`src/rtl/indgen_pkg.sv`:
```
package indgen_pkg;

    localparam int WORD_W     = 32;
    localparam int MAX_LEVELS = 4;

    typedef logic [WORD_W-1:0] word_t;

    typedef enum logic [1:0] {
        WALK_IDLE  = 2'd0,
        WALK_ISSUE = 2'd1,
        WALK_WAIT  = 2'd2
    } walk_state_e;

    typedef struct packed {
        word_t disp;
        word_t idx;
    } level_term_t;

    function automatic word_t sum3(input word_t a, input word_t b, input word_t c);
        return a + b + c;
    endfunction

endpackage

```
`src/rtl/indgen_opnd_bank.sv`:
```
module indgen_opnd_bank
    import indgen_pkg::*;
#(
    parameter int LEVELS = MAX_LEVELS,
    localparam int SEL_W = (LEVELS > 1) ? $clog2(LEVELS) : 1
) (
    input  logic                     clk,
    input  logic                     rst,
    input  logic                     load,
    input  logic [LEVELS*WORD_W-1:0] disp_flat,
    input  logic [LEVELS*WORD_W-1:0] idx_flat,
    input  logic [SEL_W-1:0]         sel,
    output level_term_t              term
);

    level_term_t term_q [LEVELS];

    for (genvar g = 0; g < LEVELS; g++) begin : g_level
        always_ff @(posedge clk) begin
            if (rst) begin
                term_q[g] <= '0;
            end else if (load) begin
                term_q[g].disp <= disp_flat[g*WORD_W +: WORD_W];
                term_q[g].idx  <= idx_flat[g*WORD_W +: WORD_W];
            end
        end
    end

    assign term = term_q[sel];

endmodule

```
`src/rtl/indgen_addr_calc.sv`:
```
module indgen_addr_calc
    import indgen_pkg::*;
(
    input  level_term_t term,
    input  word_t       base,
    output word_t       addr
);

    assign addr = sum3(base, term.disp, term.idx);

endmodule

```
`src/rtl/indgen_seq.sv`:
```
module indgen_seq
    import indgen_pkg::*;
#(
    parameter int LEVELS = MAX_LEVELS,
    localparam int SEL_W = (LEVELS > 1) ? $clog2(LEVELS) : 1,
    localparam int CNT_W = $clog2(LEVELS + 1)
) (
    input  logic             clk,
    input  logic             rst,
    input  logic             start,
    input  logic [CNT_W-1:0] level_cnt,
    input  logic             mem_valid,
    input  logic             mem_err,
    input  word_t            mem_rdata,
    output logic             load,
    output logic [SEL_W-1:0] sel,
    output word_t            base,
    output logic             mem_req,
    output logic             busy,
    output logic             done,
    output logic             fault,
    output word_t            ea
);

    walk_state_e      state_q;
    logic [SEL_W-1:0] lvl_q;
    logic [SEL_W-1:0] last_q;
    word_t            base_q;
    word_t            ea_q;
    logic             done_q;
    logic             fault_q;
    logic             cnt_ok;

    assign cnt_ok = (level_cnt != '0) && (level_cnt <= CNT_W'(LEVELS));
    assign load   = (state_q == WALK_IDLE) && start && cnt_ok;

    always_ff @(posedge clk) begin
        if (rst) begin
            state_q <= WALK_IDLE;
            lvl_q   <= '0;
            last_q  <= '0;
            base_q  <= '0;
            ea_q    <= '0;
            done_q  <= 1'b0;
            fault_q <= 1'b0;
        end else begin
            done_q  <= 1'b0;
            fault_q <= 1'b0;
            unique case (state_q)
                WALK_IDLE: begin
                    if (start) begin
                        if (cnt_ok) begin
                            state_q <= WALK_ISSUE;
                            lvl_q   <= '0;
                            last_q  <= SEL_W'(level_cnt - CNT_W'(1));
                            base_q  <= '0;
                        end else begin
                            done_q  <= 1'b1;
                            fault_q <= 1'b1;
                            ea_q    <= '0;
                        end
                    end
                end
                WALK_ISSUE: begin
                    state_q <= WALK_WAIT;
                end
                WALK_WAIT: begin
                    if (mem_valid) begin
                        if (mem_err) begin
                            done_q  <= 1'b1;
                            fault_q <= 1'b1;
                            ea_q    <= '0;
                            state_q <= WALK_IDLE;
                        end else if (lvl_q == last_q) begin
                            done_q  <= 1'b1;
                            ea_q    <= mem_rdata;
                            state_q <= WALK_IDLE;
                        end else begin
                            base_q  <= mem_rdata;
                            lvl_q   <= lvl_q + 1'b1;
                            state_q <= WALK_ISSUE;
                        end
                    end
                end
                default: state_q <= WALK_IDLE;
            endcase
        end
    end

    assign sel     = lvl_q;
    assign base    = base_q;
    assign mem_req = (state_q == WALK_ISSUE);
    assign busy    = (state_q != WALK_IDLE);
    assign done    = done_q;
    assign fault   = fault_q;
    assign ea      = ea_q;

endmodule

```
`src/rtl/indgen_addr_gen.sv`:
```
module indgen_addr_gen
    import indgen_pkg::*;
#(
    parameter int LEVELS = MAX_LEVELS,
    localparam int SEL_W = (LEVELS > 1) ? $clog2(LEVELS) : 1,
    localparam int CNT_W = $clog2(LEVELS + 1)
) (
    input  logic                     clk,
    input  logic                     rst,
    input  logic                     start,
    input  logic [CNT_W-1:0]         level_cnt,
    input  logic [LEVELS*WORD_W-1:0] disp_flat,
    input  logic [LEVELS*WORD_W-1:0] idx_flat,
    output logic                     mem_req,
    output logic [WORD_W-1:0]        mem_addr,
    input  logic                     mem_valid,
    input  logic                     mem_err,
    input  logic [WORD_W-1:0]        mem_rdata,
    output logic                     busy,
    output logic                     done,
    output logic                     fault,
    output logic [WORD_W-1:0]        ea_out
);

    logic             load;
    logic [SEL_W-1:0] sel;
    word_t            base;
    level_term_t      term;

    indgen_seq #(.LEVELS(LEVELS)) u_seq (
        .clk       (clk),
        .rst       (rst),
        .start     (start),
        .level_cnt (level_cnt),
        .mem_valid (mem_valid),
        .mem_err   (mem_err),
        .mem_rdata (mem_rdata),
        .load      (load),
        .sel       (sel),
        .base      (base),
        .mem_req   (mem_req),
        .busy      (busy),
        .done      (done),
        .fault     (fault),
        .ea        (ea_out)
    );

    indgen_opnd_bank #(.LEVELS(LEVELS)) u_bank (
        .clk       (clk),
        .rst       (rst),
        .load      (load),
        .disp_flat (disp_flat),
        .idx_flat  (idx_flat),
        .sel       (sel),
        .term      (term)
    );

    indgen_addr_calc u_calc (
        .term (term),
        .base (base),
        .addr (mem_addr)
    );

endmodule

```
`config.mk`:
```
export PLATFORM = sky130hd
export DESIGN_NAME = indgen_addr_gen
export DESIGN_NICKNAME = d
export VERILOG_FILES = /design/src/rtl/indgen_pkg.sv /design/src/rtl/indgen_opnd_bank.sv /design/src/rtl/indgen_addr_calc.sv /design/src/rtl/indgen_seq.sv /design/src/rtl/indgen_addr_gen.sv
export SDC_FILE = /design/constraint.sdc
export NUM_CORES = 1
export LEC_CHECK = 0
export ABC_AREA = 0
export BUFFER_PORTS_ARGS = -buffer_cell sky130_fd_sc_hd__buf_2
export CAP_MARGIN = 15
export CORE_UTILIZATION = 30
export CTS_CLUSTER_SIZE = 12
export DETAILED_ROUTE_END_ITERATION = 7
export GPL_TIMING_DRIVEN = 0
export SLEW_MARGIN = 20
export SYNTH_ARGS = -nofsm -noshare
export SYNTH_HDL_FRONTEND = slang
export SYNTH_HIERARCHICAL = 1
export SYNTH_SLANG_ARGS = --single-unit
```
`constraint.sdc`:
```
create_clock -name clk -period 8.3 [get_ports clk]
set_input_delay 1.66 -clock clk [delete_from_list [all_inputs] [get_ports clk]]
set_output_delay 1.66 -clock clk [all_outputs]
set_load 0.1 [all_outputs]
```
==> impl_metrics.ini, run 1 <==
[outcome]
status = complete, no violations

[pwr]
p_seq_share_pct = 40.9
p_leak_nw = 9.74
p_switching_mw = 1.50
power_density_mw_per_mm2 = 220
clockPowerShare_pct = 36.5
power_frac_comb_pct = 22.6
ir_drop_mv = 0.132
swShare_pct = 32.0
power_mw = 4.69
power.internal_mw = 3.19

[sta]
setup_violations = 0
tightest_slew_ns = 0.788
finalHoldViolCount = 0
fmax_ghz = 0.138
slew_viol_final = 0
slew_headroom_pct = 47.5
period_needed_ns = 7.22
setup_ws_ns = 1.08
rsz0062_at_grt = false
setup_tns_ns = 0
skew_ns = 0.0247
post-route-period-util_pct = 87.0

[setup_path]
critPathCaptureType = primary output
worstPathMaxFanout = 10
startpoint_type = register
critPathArrivalTime_ns = 5.56
setup.worst_path.class = register to primary output
cp_data_required_time_ns = 6.64

[global_routing]
grt_antenna_before_repair = 13
grt_overflow = 0
grt_max_degree = 57
grt_pass1_wl_um = 82000
grt_pass1_vias = 12300
track_usage_pct = 19.9

[yosys]
yosys.area.top_type = edfxtp_1
syn_nets = 1618
ys_warn_count = 6
seq_area_frac_synth_pct = 53.1
syn_inst = 1259
yosys.cell_types.count = 70
synth-compound-area-share_pct = 4.34
synthAdderAreaFrac_pct = 5.99
yosys.area_share.simple_pct = 19.0
synth-xor-area-share_pct = 1.43
synth.area.mux_share_pct = 12.3
ys_async_sr_fraction_pct = 0
ys_seq_elements = 328
synth_top_cell_area_share_pct = 44.7
syn_avg_cell_area_um2 = 13.6
netlist_area_mm2 = 0.0172
synth_top_family_by_area = simple AND/OR/NAND/NOR gates
synth_ff_type = edfxtp_1
synth-edff-count = 256
synth_area_leaders = edfxtp_1, and3b_1, dfxtp_1

[routing]
drc_errors = 0
drtAntennaViolNets = 0
wirelength_um = 58000
wl_per_cell_um = 23.6
drtIter0Drc = 733
detail_route.vias_per_cell = 4.87
firstDrtPassIters = 5
num_vias = 12000

[placement]
port_buffers = 362
gp_congestion = 0.956
post-dp-hpwl_um = 45200
pre_cts_slack_ns = 1.55

[cells_and_area]
layout_common_cells = buf_2, and3b_1, edfxtp_1
layout_commonest_cell = buf_2
areaGrowthSynthToFinish_pct = 24.3
nNetsFinal = 2026
drive_above_1_share_pct = 33.0

[die]
coreArea_mm2 = 0.0565
rows = 87
ios = 364
start_util_pct = 30.4
die_width_um = 241
dieArea_mm2 = 0.0582
die_y_um = 241

[clock_tree]
clk_latency_ns = 0.57
root_buffer = clkbuf_16
clkTransAtPathRegs_ns = 0.06
clock_sinks = 328
cts_hold_buffers = 0
post_cts_buffers = 0
cts.repair.resized = 0
clockBufferDepth = 3
cts_tree = yes
cts_made_buffers = 39
htree_levels = 2

[run]
max_cap_viol_count = 0

[min_path]
hp-class = register to register
-- area by class of cell --
type / count / area [um2]
plain buffers: 102 / 603
clock buffers: 47 / 1030
flip-flops and latches: 328 / 9130
diodes: 11 / 27.5
fillers: 5478 / 35100
clock inverters: 21 / 230
well taps: 756 / 946
inverters: 13 / 48.8
multi-input cells: 816 / 7400
repair buffers: 367 / 1930
-- sequential cells by signal, summed over array words and instances (netlist names) --
signal and flops:
u_bank/term_q 256, u_seq/base 32, u_seq/ea 32, u_seq/last_q 2, u_seq/sel 2, u_seq/state_q 2
u_seq/done 1, u_seq/fault 1
-- worst paths after layout --
path                                               startpoint                                  to  slack [ns]  cells after the start
worst max register to register  u_seq/state_q[0]$_SDFFE_PP0P_  u_bank/term_q[2][27]$_SDFFCE_PN0P_        5.03                      9
worst min-delay path                u_seq/ea[24]$_SDFFE_PP0P_           u_seq/ea[24]$_SDFFE_PP0P_        0.45                      2
worst min register to register      u_seq/ea[24]$_SDFFE_PP0P_           u_seq/ea[24]$_SDFFE_PP0P_        0.45                      2
worst max-delay path                u_seq/sel[1]$_SDFFE_PP0P_                        mem_addr[30]        1.08                     12
-- cells in the mapped netlist (4+ instances only) --
cell / n
nand2b_1: 4
a211oi_1: 7
buf_6: 7
edfxtp_1: 256
buf_12: 6
mux4_1: 4
mux2i_1: 65
mux4_2: 60
dfxtp_1: 72
fa_1: 32
a31oi_1: 4
xnor2_1: 16
clkbuf_1: 43
nand3_1: 9
xor2_1: 12
and3_1: 4
a21o_1: 14
nor3_1: 8
buf_2: 39
buf_4: 5
a21oi_1: 26
nor2_1: 27
and3b_1: 258
inv_1: 13
o21a_1: 7
o21ai_0: 17
ha_1: 31
nand2_1: 153
-- per-layer routing --
metal / global-route usage (%) / vias to the layer above / wire length (um)
met3: 3.62 / 86 / 3300
met5: 0 / - / 53
li1: - / 5560 / -
met4: 6.21 / 10 / 1480
met1: 25.9 / 5933 / 25100
met2: 33.4 / 396 / 28000
-- through the flow --
| step | cells | instance area [um2] | hold slack (ns) | util (%) |
|---|---|---|---|---|
| 3_5_place_dp | 2382 | 20100 | 0.449 | 35.5 |
| 6_report | 2461 | 21400 | 0.454 | 37.8 |
| 5_1_grt | 2455 | 21300 | 0.474 | 37.8 |
| 3_3_place_gp | 2377 | 19900 | 0.441 | 35.3 |
| 4_1_cts | 2450 | 21300 | 0.461 | 37.7 |
| 2_1_floorplan | 1259 | 17200 | 0.435 | - |
-- power by group through the flow --
| stage | combinational, mW | clock, mW | sequential (mW) |
|---|---|---|---|
| 6_report | 1.06 | 1.71 | 1.92 |
| 5_1_grt | 1.12 | 1.82 | 1.93 |
| 4_1_cts | 1.07 | 1.76 | 1.92 |
| 3_5_place_dp | 1.06 | 0 | 1.95 |
| 3_3_place_gp | 1.05 | 0 | 1.97 |
| 2_1_floorplan | 0.729 | 0 | 1.96 |
-- logic make-up after synthesis --
logic type,Yosys count
mux,130
buf+inv,115
fa+ha+maj,63
xor+xnor,28
flops,328
compound gates,106
simple gates,489
-- critical path: stages, from the launching register on --
cell	delay, ns
dfxtp_1	0.41
clkbuf_2	0.34
buf_2	0.36
mux4_2	0.44
fa_1	0.46
ha_1	0.39
o21ai_0	0.12
o21ai_0	0.31
nand2_1	0.21
o2111ai_1	0.50
a21boi_0	0.22
o311ai_0	0.68
buf_2	0.55
Power figures use the tool's default switching activity.
==> run 2: changes to the inputs <==
--- a/config.mk
+++ b/config.mk
@@ -8,7 +8,7 @@
 export ABC_AREA = 0
 export BUFFER_PORTS_ARGS = -buffer_cell sky130_fd_sc_hd__buf_2
 export CAP_MARGIN = 15
-export CORE_UTILIZATION = 30
+export CORE_UTILIZATION = 37
 export CTS_CLUSTER_SIZE = 12
 export DETAILED_ROUTE_END_ITERATION = 7
 export GPL_TIMING_DRIVEN = 0
==> run 2 against run 1 <==
  * Register-to-register slack worse by 0.14 ns
  * Maximum frequency grew 1.7%
  * First-iteration DRC count is 0.82% lower
  * Via count fell by 0.86%
  * Sequential share of layout area rose by 0.53 points
  * Sequential power about the same
  * Global-route usage grew 2.7 points
  * Critical path depth stayed put
  * Largest power group unchanged
==> impl_metrics.ini, run 2 (same netlist as run 1, synthesis figures left out) <==
[clock_tree]
root_buffer = clkbuf_16
cts_tree = yes
cts.repair.resized = 0
htree_levels = 2
clk_latency_ns = 0.56
post_cts_buffers = 0
clkTransAtPathRegs_ns = 0.06
clock_sinks = 328
clockBufferDepth = 3
cts_hold_buffers = 0
cts_made_buffers = 38

[routing]
firstDrtPassIters = 5
drtAntennaViolNets = 0
wirelength_um = 53600
detail_route.vias_per_cell = 5.17
wl_per_cell_um = 23.3
num_vias = 11900
drc_errors = 0
drtIter0Drc = 727

[sta]
fmax_ghz = 0.141
post-route-period-util_pct = 85.5
tightest_slew_ns = 0.797
skew_ns = 0.0127
rsz0062_at_grt = false
setup_violations = 0
slew_headroom_pct = 46.9
finalHoldViolCount = 0
setup_tns_ns = 0
slew_viol_final = 0
worst_hold_slack_ns = 0.454
period_needed_ns = 7.10

[outcome]
status = complete, no violations

[die]
ios = 364
coreArea_mm2 = 0.0456
dieArea_mm2 = 0.0473
rows = 78
start_util_pct = 37.7
die_width_um = 218
die_y_um = 218

[global_routing]
track_usage_pct = 22.5
grt_pass1_vias = 12200
grt_pass1_wl_um = 76400
grt_antenna_before_repair = 13
grt_max_degree = 55
grt_overflow = 0

[pwr]
clockPowerShare_pct = 35.7
ir_drop_mv = 0.143
power_density_mw_per_mm2 = 219
swShare_pct = 31.8
power_mw = 4.61
power.internal_mw = 3.15
p_leak_nw = 9.70
power_frac_comb_pct = 22.7
p_seq_share_pct = 41.6
p_switching_mw = 1.46

[setup_path]
cp_data_required_time_ns = 6.64
critPathArrivalTime_ns = 5.44
worstPathMaxFanout = 10
setup.worst_path.class = register to primary output
startpoint_type = register
critPathCaptureType = primary output

[min_path]
hp-class = register to register

[cells_and_area]
nNetsFinal = 2025
layout_common_cells = buf_2, and3b_1, edfxtp_1
areaGrowthSynthToFinish_pct = 22.7
final_util_pct = 46.3
drive_above_1_share_pct = 32.7
top_register = u_bank/term_q
largest_reg_flops = 256
layout_commonest_cell = buf_2
design_area_mm2 = 0.0211

[run]
max_cap_viol_count = 0

[placement]
post-dp-hpwl_um = 41700
port_buffers = 362
place_area_mm2 = 0.0199
gp_congestion = 0.846
## run 2: cell count changes in the layout (fill, tap and decap cells not counted), sizes merged
| cell | before | now |
|---|---|---|
| clkinv | 17 | 13 |
| diode | 11 | 7 |
| clkinvlp | 0 | 2 |
| bufinv | 4 | 3 |
| clkbuf | 92 | 93 |
| inv | 13 | 14 |
## run 2: power groups by stage
| stage | Combinational (mW) | Sequential (mW) | Clock [mW] |
|---|---|---|---|
| finish | 1.04 | 1.92 | 1.65 |
| global route | 1.10 | 1.93 | 1.74 |
| CTS | 1.05 | 1.92 | 1.69 |
| detailed placement | 1.05 | 1.95 | 0 |
| global placement | 1.03 | 1.97 | 0 |
| floorplan | 0.729 | 1.96 | 0 |
## run 2: critical path: stages (launching register included)
cell and delay, ns:
dfxtp_1 0.41, clkbuf_2 0.36, buf_2 0.35, mux4_2 0.43
fa_1 0.45, ha_1 0.38, o21ai_0 0.12, o21ai_0 0.28
nand2_1 0.20, o2111ai_1 0.52, a21boi_0 0.24, o311ai_0 0.57
buf_2 0.53
## run 2: metrics by stage
stage	cells	setup WS, ns
after detailed placement	2226	1.74
after floorplan	1259	0.225
after global placement	2221	0.260
after CTS	2293	1.11
final	2300	1.20
after global routing	2297	0.955
## run 2: layer usage
layer / global-route usage [%] / wire [um]
met2: 36.4 / 25200
met4: 9.06 / 1740
met1: 29.8 / 23500
met3: 4.20 / 3050
met5: 0 / 92
## run 2: worst paths after layout
check / start / slack, ns / cells after the start / end
min reg2reg: u_seq/ea[24]$_SDFFE_PP0P_ / 0.45 / 2 / u_seq/ea[24]$_SDFFE_PP0P_
max reg2reg: u_seq/state_q[0]$_SDFFE_PP0P_ / 4.89 / 9 / u_bank/term_q[0][34]$_SDFFCE_PN0P_
min: u_seq/ea[24]$_SDFFE_PP0P_ / 0.45 / 2 / u_seq/ea[24]$_SDFFE_PP0P_
max: u_seq/sel[1]$_SDFFE_PP0P_ / 1.20 / 12 / mem_addr[30]
## run 2: cell type report
type / count / area (um2)
flip-flops and latches: 328 / 9130
well taps: 600 / 751
clock inverters: 19 / 188
multi-input cells: 816 / 7400
repair buffers: 367 / 1930
fillers: 4118 / 24500
clock buffers: 48 / 1020
inverters: 13 / 48.8
plain buffers: 102 / 603
diodes: 7 / 17.5
